[src/rtl/irqc_pkg.sv]
package irqc_pkg;
  localparam int unsigned IRQC_LINES  = 8;
  localparam int unsigned IRQC_ADDR_W = 8;
  localparam int unsigned IRQC_DATA_W = 32;
  // register byte offsets; the pending offset is fixed by the software contract
  localparam int unsigned OFS_ACK  = 32'h10;
  localparam int unsigned OFS_MASK = 32'h14;
  localparam int unsigned OFS_PEND = 32'h18;
endpackage

[src/rtl/irqc_rise_detect.sv]
module irqc_rise_detect #(
  parameter int unsigned N = irqc_pkg::IRQC_LINES
) (
  input  logic         clk_i,
  input  logic         rst_ni,
  input  logic [N-1:0] line_i,
  output logic [N-1:0] rise_o
);
  for (genvar g = 0; g < N; g++) begin : g_line
    logic hist_q;
    always_ff @(posedge clk_i or negedge rst_ni) begin
      if (!rst_ni) hist_q <= 1'b0;
      else         hist_q <= line_i[g];
    end
    assign rise_o[g] = line_i[g] & ~hist_q;
  end
endmodule

[src/rtl/irqc_pending_bank.sv]
module irqc_pending_bank #(
  parameter int unsigned N = irqc_pkg::IRQC_LINES
) (
  input  logic         clk_i,
  input  logic         rst_ni,
  input  logic [N-1:0] rise_i,
  input  logic [N-1:0] clr_i,
  output logic [N-1:0] pend_o
);
  for (genvar g = 0; g < N; g++) begin : g_bit
    logic flag_q;
    // set has priority over clear: a fresh edge survives its own acknowledge
    always_ff @(posedge clk_i or negedge rst_ni) begin
      if (!rst_ni)        flag_q <= 1'b0;
      else if (rise_i[g]) flag_q <= 1'b1;
      else if (clr_i[g])  flag_q <= 1'b0;
    end
    assign pend_o[g] = flag_q;
  end
endmodule

[src/rtl/irqc_regif.sv]
module irqc_regif #(
  parameter int unsigned N      = irqc_pkg::IRQC_LINES,
  parameter int unsigned ADDR_W = irqc_pkg::IRQC_ADDR_W,
  parameter int unsigned DATA_W = irqc_pkg::IRQC_DATA_W
) (
  input  logic              clk_i,
  input  logic              rst_ni,
  input  logic [ADDR_W-1:0] addr_i,
  input  logic [DATA_W-1:0] wdata_i,
  input  logic              we_i,
  input  logic [N-1:0]      pend_i,
  output logic [N-1:0]      mask_o,
  output logic [N-1:0]      ack_clr_o,
  output logic [DATA_W-1:0] rdata_o
);
  localparam int unsigned PAD_W = DATA_W - N;
  localparam logic [ADDR_W-1:0] A_ACK  = ADDR_W'(irqc_pkg::OFS_ACK);
  localparam logic [ADDR_W-1:0] A_MASK = ADDR_W'(irqc_pkg::OFS_MASK);
  localparam logic [ADDR_W-1:0] A_PEND = ADDR_W'(irqc_pkg::OFS_PEND);

  logic         hit_ack, hit_mask;
  logic [N-1:0] mask_q;
  logic         unused_wdata_hi;

  assign hit_ack   = we_i && (addr_i == A_ACK);
  assign hit_mask  = we_i && (addr_i == A_MASK);
  assign ack_clr_o = hit_ack ? wdata_i[N-1:0] : '0;
  assign unused_wdata_hi = ^wdata_i[DATA_W-1:N];

  always_ff @(posedge clk_i or negedge rst_ni) begin
    if (!rst_ni)       mask_q <= '0;
    else if (hit_mask) mask_q <= wdata_i[N-1:0];
  end
  assign mask_o = mask_q;

  always_comb begin
    rdata_o = '0;
    if (addr_i == A_PEND)      rdata_o = {{PAD_W{1'b0}}, pend_i};
    else if (addr_i == A_MASK) rdata_o = {{PAD_W{1'b0}}, mask_q};
  end
endmodule

[src/rtl/irq_pend_ctrl.sv]
module irq_pend_ctrl #(
  parameter int unsigned NUM_SRC = irqc_pkg::IRQC_LINES,
  parameter int unsigned ADDR_W  = irqc_pkg::IRQC_ADDR_W,
  parameter int unsigned DATA_W  = irqc_pkg::IRQC_DATA_W
) (
  input  logic               clk_i,
  input  logic               rst_ni,
  input  logic [NUM_SRC-1:0] irq_src_i,
  input  logic [ADDR_W-1:0]  bus_addr_i,
  input  logic [DATA_W-1:0]  bus_wdata_i,
  input  logic               bus_we_i,
  output logic [DATA_W-1:0]  bus_rdata_o,
  output logic               cpu_irq_o
);
  logic [NUM_SRC-1:0] rise_vec, ack_clr, pend, mask;
  logic               irq_q;

  irqc_rise_detect #(.N(NUM_SRC)) u_rise (
    .clk_i(clk_i), .rst_ni(rst_ni), .line_i(irq_src_i), .rise_o(rise_vec)
  );

  irqc_pending_bank #(.N(NUM_SRC)) u_bank (
    .clk_i(clk_i), .rst_ni(rst_ni), .rise_i(rise_vec), .clr_i(ack_clr), .pend_o(pend)
  );

  irqc_regif #(.N(NUM_SRC), .ADDR_W(ADDR_W), .DATA_W(DATA_W)) u_regs (
    .clk_i(clk_i), .rst_ni(rst_ni), .addr_i(bus_addr_i), .wdata_i(bus_wdata_i),
    .we_i(bus_we_i), .pend_i(pend), .mask_o(mask), .ack_clr_o(ack_clr),
    .rdata_o(bus_rdata_o)
  );

  always_ff @(posedge clk_i or negedge rst_ni) begin
    if (!rst_ni) irq_q <= 1'b0;
    else         irq_q <= |(pend & mask);
  end
  assign cpu_irq_o = irq_q;
endmodule

[config.mk]
export PLATFORM = sky130hd
export DESIGN_NAME = irq_pend_ctrl
export DESIGN_NICKNAME = d
export VERILOG_FILES = /design/src/rtl/irqc_pkg.sv /design/src/rtl/irqc_rise_detect.sv /design/src/rtl/irqc_pending_bank.sv /design/src/rtl/irqc_regif.sv /design/src/rtl/irq_pend_ctrl.sv
export SDC_FILE = /design/constraint.sdc
export NUM_CORES = 1
export LEC_CHECK = 0
export ABC_CLOCK_PERIOD_IN_PS = 1570
export BUFFER_PORTS_ARGS = -buffer_cell sky130_fd_sc_hd__buf_4
export CAP_MARGIN = 20
export CORE_ASPECT_RATIO = 0.6
export CORE_MARGIN = 2
export CORE_UTILIZATION = 41
export DETAILED_ROUTE_END_ITERATION = 6
export PLACE_DENSITY = 0.77
export SYNTH_ARGS = -nofsm -noshare
export SYNTH_HDL_FRONTEND = slang
export SYNTH_SLANG_ARGS = --single-unit
[constraint.sdc]
create_clock -name clk_i -period 1.57 [get_ports clk_i]
set_input_delay 0.157 -clock clk_i [delete_from_list [all_inputs] [get_ports clk_i]]
set_output_delay 0.157 -clock clk_i [all_outputs]
set_load 0.1 [all_outputs]
---- Word level (Yosys, flattened, before mapping) ----
Cells that the tools add are included.
operators by class
  equal/unequal tests ..................... 3
  muxes and demuxes ....................... 19
  bitwise logic cells ..................... 17
  reduce and logical (&&, ||, !) cells .... 11
operators with widths
  operator            count
  $mux 32             1
  $eq 8x5->1 const B  3
  $mux 1              16
  $mux 8              2
  $reduce_bool 2->1   8
  $and 1x1->1         8
  $and 8x8->8         1
  $not 1->1           8
  $reduce_or 8->1     1
  $logic_and 1x1->1   2
storage, ports and cells
  bits in registers ....................... 25
  output and inout port bits .............. 33
  logic and storage cells ................. 68

---- Longest topological paths before layout ----
Gate-level depths: netlist of the first run.
  depth in word-level cells ............... 5
  gate-level depth with buffers ........... 4
  gate-level depth less buffers ........... 3

---- Modules after synthesis ----
A second synthesis of the first run with hierarchy kept.
unflattened totals
  cell total of the unflattened synthesis .. 129
  area total of the unflattened synthesis .. 1425.1 um^2
by module, submodules not included
  module             instances  cells an instance  area each (um^2)
  irqc_regif         1          75                 703.2
  irqc_pending_bank  1          32                 350.3
  irqc_rise_detect   1          16                 310.3
  irq_pend_ctrl      1          6                  61.3

---- Worst setup path after synthesis of the first run ----
No wires, ideal clock.
  path type ............................... input port to output port
  from .................................... input bus_addr_i[7]
  to ...................................... output bus_rdata_o[0]
  arrival time ............................ 2.456 ns
  required time ........................... 1.413 ns
  slack ................................... -1.043 ns
  stages .................................. 4
  cells stage by stage .................... or4_4 -> or2_2 -> clkbuf_1 -> nor2_1
on the way
  longest elaborated chain between the ends .. 3
  elaborated cells between the ends (all ways) .. 4
RTL lines
  what             RTL line             text
  start, declared  irq_pend_ctrl.sv:9   input logic [ADDR_W-1:0] bus_addr_i,
  $eq 8x5->1       irqc_regif.sv:39     else if (addr_i == A_MASK) rdata_o = {{PAD_W{1'b0}}, mask_q};
  $mux 8           irqc_regif.sv:39
  $mux 32 *        irqc_regif.sv:38     if (addr_i == A_PEND) rdata_o = {{PAD_W{1'b0}}, pend_i};
  end, declared    irq_pend_ctrl.sv:12  output logic [DATA_W-1:0] bus_rdata_o,
Every way passes the cells marked *; elsewhere a longest branch is shown, timed or not.

---- Worst setup path after layout of the first run ----
  from .................................... input bus_addr_i[0]
  to ...................................... output bus_rdata_o[6]
The elaborated chain is that of the path after synthesis.

==> flow_metrics.tcl, run 1 <==
set metrics [dict create \
    cts_tree "built" \
    rsz0062_at_grt "yes" \
    synth-edff-count 0 \
    finalSetupViolCount 8 \
    final_cell_count_no_fill 202 \
    cts-root-buf "clkbuf_8" \
    cts_buffer_depth 2 \
    synth.cell_area_um2 1280 \
    cp_max_fo 8 \
    r2r-end "cpu_irq_o$_DFF_PN0_" \
    die_x_um 76.2 \
    drv_cap 0 \
    run_status "finished with violations" \
    ant_nets 0 \
    worstSetupStartpointType "primary input" \
    antenna_cells 0 \
    gr-usage-met2 0.298 \
    synth_cell_types 17 \
    syn_inst 115 \
    cts.reportedPaths.clkPinSlew_ns 0.08 \
    cts.sinks 25 \
    grt_pass1_vias 906 \
    finalWirelength_mm 2.76 \
    p_int_mw 0.959 \
    leakage_nw 0.781 \
    seq_power_share 0.444 \
    hold_class "primary input to flip-flop" \
    drv_slew 0 \
    worst_slack_ns -0.0942 \
    fill_cells 237 \
    finalCritPeriodShare 1.06 \
    busiest_layer "met2" \
    antenna_found_initial 0 \
    max_slew_margin 0.579 \
    peakVddDrop_uv 416 \
    met1_usage 0.200 \
    port_buffers 35 \
    design_power_total_mw 1.55 \
    hpwl_mm 2.07 \
    crit_type "primary input to primary output" \
    numCtsBuffers 3 \
    holdWs_ns 0.00638 \
    fmax_mhz 601 \
    drt_pass1_iterations 4 \
    fp-row-count 15 \
    startpoint "bus_addr_i[0]" \
    insertion_delay_ns 0.26 \
    yosysWarningCount 0 \
    synthArstFlopShare 1.00 \
    final-hold-violation-count 0 \
    syn2layout_area_growth_pct 43.5 \
    start_util 0.438 \
    drt-initial-drc-count 32 \
    dp_cells 190 \
    die_h_um 47.3 \
    grtUsageTotal 0.163 \
    synth_seq_cells 25 \
    tightest_slew_ns 0.630 \
    reg2regPathDepth 2 \
    finalCriticalPeriod_ns 1.66 \
    pre_cts_ws_ns -0.193 \
    skew_ns 0.00317 \
    violations "setup timing" \
    vias 940 \
    grt_max_degree 26 \
    swShare 0.380 \
    gp_congestion 0.751 \
    r2r-start "u_bank.g_bit[6].flag_q$_DFFE_PN0P_" \
    vias_per_cell 4.65 \
    drive_gt1_frac 0.394 \
    wl_per_cell_um 13.7 \
    crit_end "bus_rdata_o[6]" \
    r2r_slack_ns 0.68 \
    critPathCaptureType "primary output" \
    cp.required_ns 1.41 \
    final_util 0.628 \
    netSwitchingPower_mw 0.587 \
    drc 0 \
    synth_top_flop_cell "dfrtp_1" \
    cts_htree_levels 1 \
    met3_usage 0.0481 \
    fin_setup_tns_ns -0.494 \
    power_frac_comb 0.315 \
    pwr-share-clk 0.241 \
    core_area_um2 2930 \
    crit_arrival_ns 1.51 \
    design_area_um2 1840 \
    cellPowerDensity_nw_per_um2 841 \
    synth_area_per_cell_um2 11.1 \
    layout.nets 212 \
    grt_overflow_total 0 \
    grt_pass1_wl_mm 4.41 \
    dieArea_um2 3600 \
    pin_count 84 \
    seq_area_frac_synth 0.488 \
    placed_area_um2 1600 \
]
-- sequential cells by signal, indices dropped and copies added, names as in the netlist --
register              flops
u_bank.g_bit.flag_q       8
cpu_irq_o                 1
u_regs.mask_o             8
u_rise.g_line.hist_q      8
-- layout make-up --
type / count / area [um^2] / area share
clock buffers: 4 / 45.0 / 0.0245
inverters: 1 / 3.75 / 0.00204
multi-input cells: 85 / 632 / 0.344
flip-flops and latches: 25 / 626 / 0.340
well taps: 42 / 52.6 / 0.0286
repair buffers: 45 / 479 / 0.261
-- cell usage after synthesis (2+ instances only) --
library cell / instances / area, um^2
dfrtp_1: 25 / 626
buf_4: 24 / 180
a22oi_1: 12 / 90.1
nor2b_1: 10 / 62.6
a31oi_1: 8 / 50.1
mux2_2: 8 / 90.1
nand2b_1: 8 / 50.1
nor2_1: 8 / 30.0
clkbuf_1: 2 / 7.51
nor4_4: 2 / 42.5
or2b_2: 2 / 17.5
-- per-layer routing --
metal / wire length [um] / vias to the layer above
li1: - / 439
met1: 1230 / 465
met2: 1340 / 32
met3: 171 / 4
met4: 23 / 0
met5: 0 / -
-- placed cells by master, fill, tap and decap left out, drive strengths merged --
cell,instances
buf,38
dfrtp,25
conb,24
a22oi,12
nor2b,10
nor2,8
nand2b,8
a31oi,8
mux2,8
dlygate4sd3,7
clkbuf,4
or2b,2
nor4,2
or4,1
or2,1
nand4,1
inv,1
-- worst min path at each step --
stage,from,to,cells after the start
2_1_floorplan,rst_ni,cpu_irq_o$_DFF_PN0_,0
3_3_place_gp,rst_ni,u_rise.g_line[2].hist_q$_DFF_PN0_,1
3_5_place_dp,rst_ni,u_rise.g_line[2].hist_q$_DFF_PN0_,1
4_1_cts,irq_src_i[4],u_rise.g_line[4].hist_q$_DFF_PN0_,1
5_1_grt,irq_src_i[1],u_rise.g_line[1].hist_q$_DFF_PN0_,1
6_report,irq_src_i[2],u_rise.g_line[2].hist_q$_DFF_PN0_,1
-- worst max-delay path, cell delays in order --
cell	delay, ns
buf_6	0.09
or4_4	0.52
or2_4	0.37
nor2_4	0.17
buf_12	0.19
-- kinds of logic (layout without fill, tap and decap cells) --
kind of cell / count (synthesis) / count (layout) / share of synthesized area
AND/OR/NAND/NOR: 33 / 33 / 0.177
AO/OA/AOI/OAI: 20 / 20 / 0.109
multiplexers: 8 / 8 / 0.0703
buffers and inverters: 28 / 50 / 0.152
flip-flops: 25 / 25 / 0.488
other: 1 / 24 / 0.00293
-- power by group through the flow --
stage | logic, mW | clock network, mW | registers (mW)
2_1_floorplan | 0.371 | 0 | 0.745
3_3_place_gp | 0.462 | 0 | 0.697
3_5_place_dp | 0.467 | 0 | 0.699
4_1_cts | 0.481 | 0.388 | 0.686
5_1_grt | 0.507 | 0.412 | 0.689
6_report | 0.487 | 0.373 | 0.686
-- timing repair --
item	in CTS	in global routing
endpoints found under the setup margin	8	8
pin swaps	2	8
hold buffers	5	2
resized for setup	26	1
hold endpoints to repair	29	2
buffers inserted	0	1
Power figures use the tool's default switching activity.
==> run 2, diff against run 1 <==
ABC_AREA = 1   (was default)
CORE_UTILIZATION = 43   (was 41)
PLACE_DENSITY = 0.79   (was 0.77)
==> run 2 against run 1 <==
  * The run now ends clean
  * Non-clock buffer count rose by 1
  * Combinational power fell by 4%
  * Core utilization fell by 4.9 points
  * Worst setup slack improved by 0.23 ns
  * First-iteration DRC count rose by 25%
  * Largest cell class is now registers
  * Total power fell by 1.4%
  * Synthesized area rose by 8.4%
  * Via count rose by 20%
  * Hold slack improved by 0.14 ns
  * Global-route usage fell by 0.51 points
==> flow_metrics.tcl, run 2 <==
set metrics [dict create \
    regArea_um2 626 \
    finalSetupViolCount 0 \
    cts_htree_levels 1 \
    fill_cells 302 \
    r2r-start "u_bank.g_bit[1].flag_q$_DFFE_PN0P_" \
    antenna_found_initial 0 \
    design_power_total_mw 1.53 \
    cp.required_ns 1.41 \
    cts_setup_buffers 0 \
    cellPowerDensity_nw_per_um2 888 \
    drv_cap 0 \
    critPathCaptureType "primary output" \
    die_x_um 77.4 \
    synthArstFlopShare 1.00 \
    leakage_nw 0.922 \
    vias 1129 \
    worst_path_largest_cell_delay_ns 0.30 \
    synth-edff-count 0 \
    grtUsageTotal 0.158 \
    drv_slew 0 \
    crit_buf_inv 2 \
    syn2layout_area_growth_pct 23.6 \
    cts.sinks 25 \
    yosys.area.top_type_share 0.450 \
    wl_per_cell_um 10.7 \
    gr-usage-met2 0.273 \
    synth_cell_types 16 \
    gp_congestion 0.777 \
    worstSetupStartpointType "primary input" \
    path_cells "buf_4, nor2_2, nand2_1, nor2_4, nand3_1, nand2_2, buf_4" \
    pin_count 84 \
    busiest_layer "met2" \
    met1_usage 0.202 \
    peakVddDrop_uv 522 \
    numCtsBuffers 3 \
    insertion_delay_ns 0.26 \
    synth.cell_area_um2 1390 \
    seq_area_frac_synth 0.450 \
    path_delay_family "simple AND/OR/NAND/NOR gates" \
    start_util 0.468 \
    finalCriticalPeriod_ns 1.44 \
    layout_common_cells "50 x nand2_1, 37 x buf_4, 25 x dfrtp_1" \
    grt_pass1_vias 959 \
    hold_class "primary input to flip-flop" \
    hpwl_mm 2.04 \
    min_from "bus_wdata_i[7]" \
    yosys-top-cells-area "dfrtp_1 45%, nand2_1 16%, buf_4 15%, nand3_1 8.6%, nand4_1 4.5%" \
    yosysWarningCount 0 \
    synth_area_per_cell_um2 8.22 \
    cp_max_fo 13 \
    syn_inst 169 \
    fmax_mhz 696 \
    core_area_um2 2970 \
    yosysMostFrequentCell "nand2_1" \
    finalWirelength_mm 2.72 \
    layout.nets 264 \
    crit_top_cell "buf_4" \
    die_h_um 48.0 \
    synth_top_flop_cell "dfrtp_1" \
    cts_buffer_depth 2 \
    port_buffers 35 \
    synth_seq_cells 25 \
    multi_input_area_um2 581 \
    worst_path_max_delay_cell "nor2_4" \
    layout_commonest_cell "nand2_1" \
    holdPathStages 3 \
    dieArea_um2 3720 \
    reg2regPathDepth 3 \
    run_status "completed" \
    cts.reportedPaths.clkPinSlew_ns 0.08 \
    grt_overflow_total 0 \
    drt-initial-drc-count 40 \
    drt_pass1_iterations 4 \
    finalCritPeriodShare 0.915 \
    grt_pass1_wl_mm 4.37 \
    crit_type "primary input to primary output" \
    crit_arrival_ns 1.28 \
    cts_tree "built" \
    vias_per_cell 4.44 \
    fp-row-count 15 \
    skew_ns 0.00258 \
    synth_common_cells "58 x nand2_1, 27 x buf_4, 25 x dfrtp_1" \
    final-hold-violation-count 0 \
    rsz0062_at_grt "no" \
    fin_setup_tns_ns 0 \
    yosysTopAreaCell "dfrtp_1" \
    met3_usage 0.0547 \
    drive_gt1_frac 0.264 \
    startpoint "bus_addr_i[1]" \
    cts-root-buf "clkbuf_8" \
    drc 0 \
    antenna_cells 0 \
    crit_cells 7 \
    grt_max_degree 26 \
    ant_nets 0 \
]
[run 2: changes by cell type after synthesis, moves of 9 or more]
cell	previous run	this run
nand2_1	0	58
nand3_1	0	24
a22oi_1	12	0
inv_1	1	11
nor2b_1	10	0
nand4_1	1	10
[run 2: stage by stage]
step                area, um^2  setup WS (ns)  hold WS, ns   util  std cells
finish                    1720          0.134        0.150  0.579        254
global route              1720         0.0130        0.154  0.579        254
CTS                       1720          0.117        0.144  0.579        254
detailed placement        1580          0.123       0.0793  0.533        241
global placement          1580          0.141       0.0764  0.533        241
floorplan                 1500          0.229       -0.139      -        192
[run 2: tightest hold or removal path, cell delays in order]
cell     delay, ns
buf_4         0.08
nand4_1       0.08
nand2_1       0.06
[run 2: final timing paths]
path | endpoint | slack (ns)
worst max-delay path | bus_rdata_o[0] | 0.13
worst min-delay path | u_regs.mask_o[7]$_DFFE_PN0P_ | 0.15
worst max register to register | cpu_irq_o$_DFF_PN0_ | 0.58
worst min register to register | u_bank.g_bit[2].flag_q$_DFFE_PN0P_ | 0.48
max in group asynchronous | u_rise.g_line[2].hist_q$_DFF_PN0_ | 1.01
min in group asynchronous | u_bank.g_bit[5].flag_q$_DFFE_PN0P_ | 0.32
[run 2: what timing repair did]
item	4_1_cts	5_1_grt
resized for setup	0	0
endpoints found under the hold margin	33	0
hold buffers	9	0
[run 2: metal layers]
layer | routed length (um) | up-vias
met5 | 0 | -
met4 | 0 | 0
met3 | 198 | 0
met2 | 1260 | 35
met1 | 1260 | 515
li1 | - | 579
[run 2: area by class of cell]
type | instances | area share
timing repair buffer | 46 | 0.214
tap | 42 | 0.0306
clock buffer | 4 | 0.0262
inverter | 12 | 0.0262
sequential | 25 | 0.364
multi-input combinational | 125 | 0.338
[run 2: power by group]
group	total [mW]	internal, mW	switching [mW]
Combinational	0.469	0.0880	0.381
Clock	0.372	0.181	0.191
Sequential	0.684	0.671	0.0128
[run 2: logic make-up after synthesis]
logic type / Yosys count / synth area share
buffers and inverters: 42 / 0.208
DFF: 25 / 0.450
other: 1 / 0.00270
and+or+nand+nor: 101 / 0.339
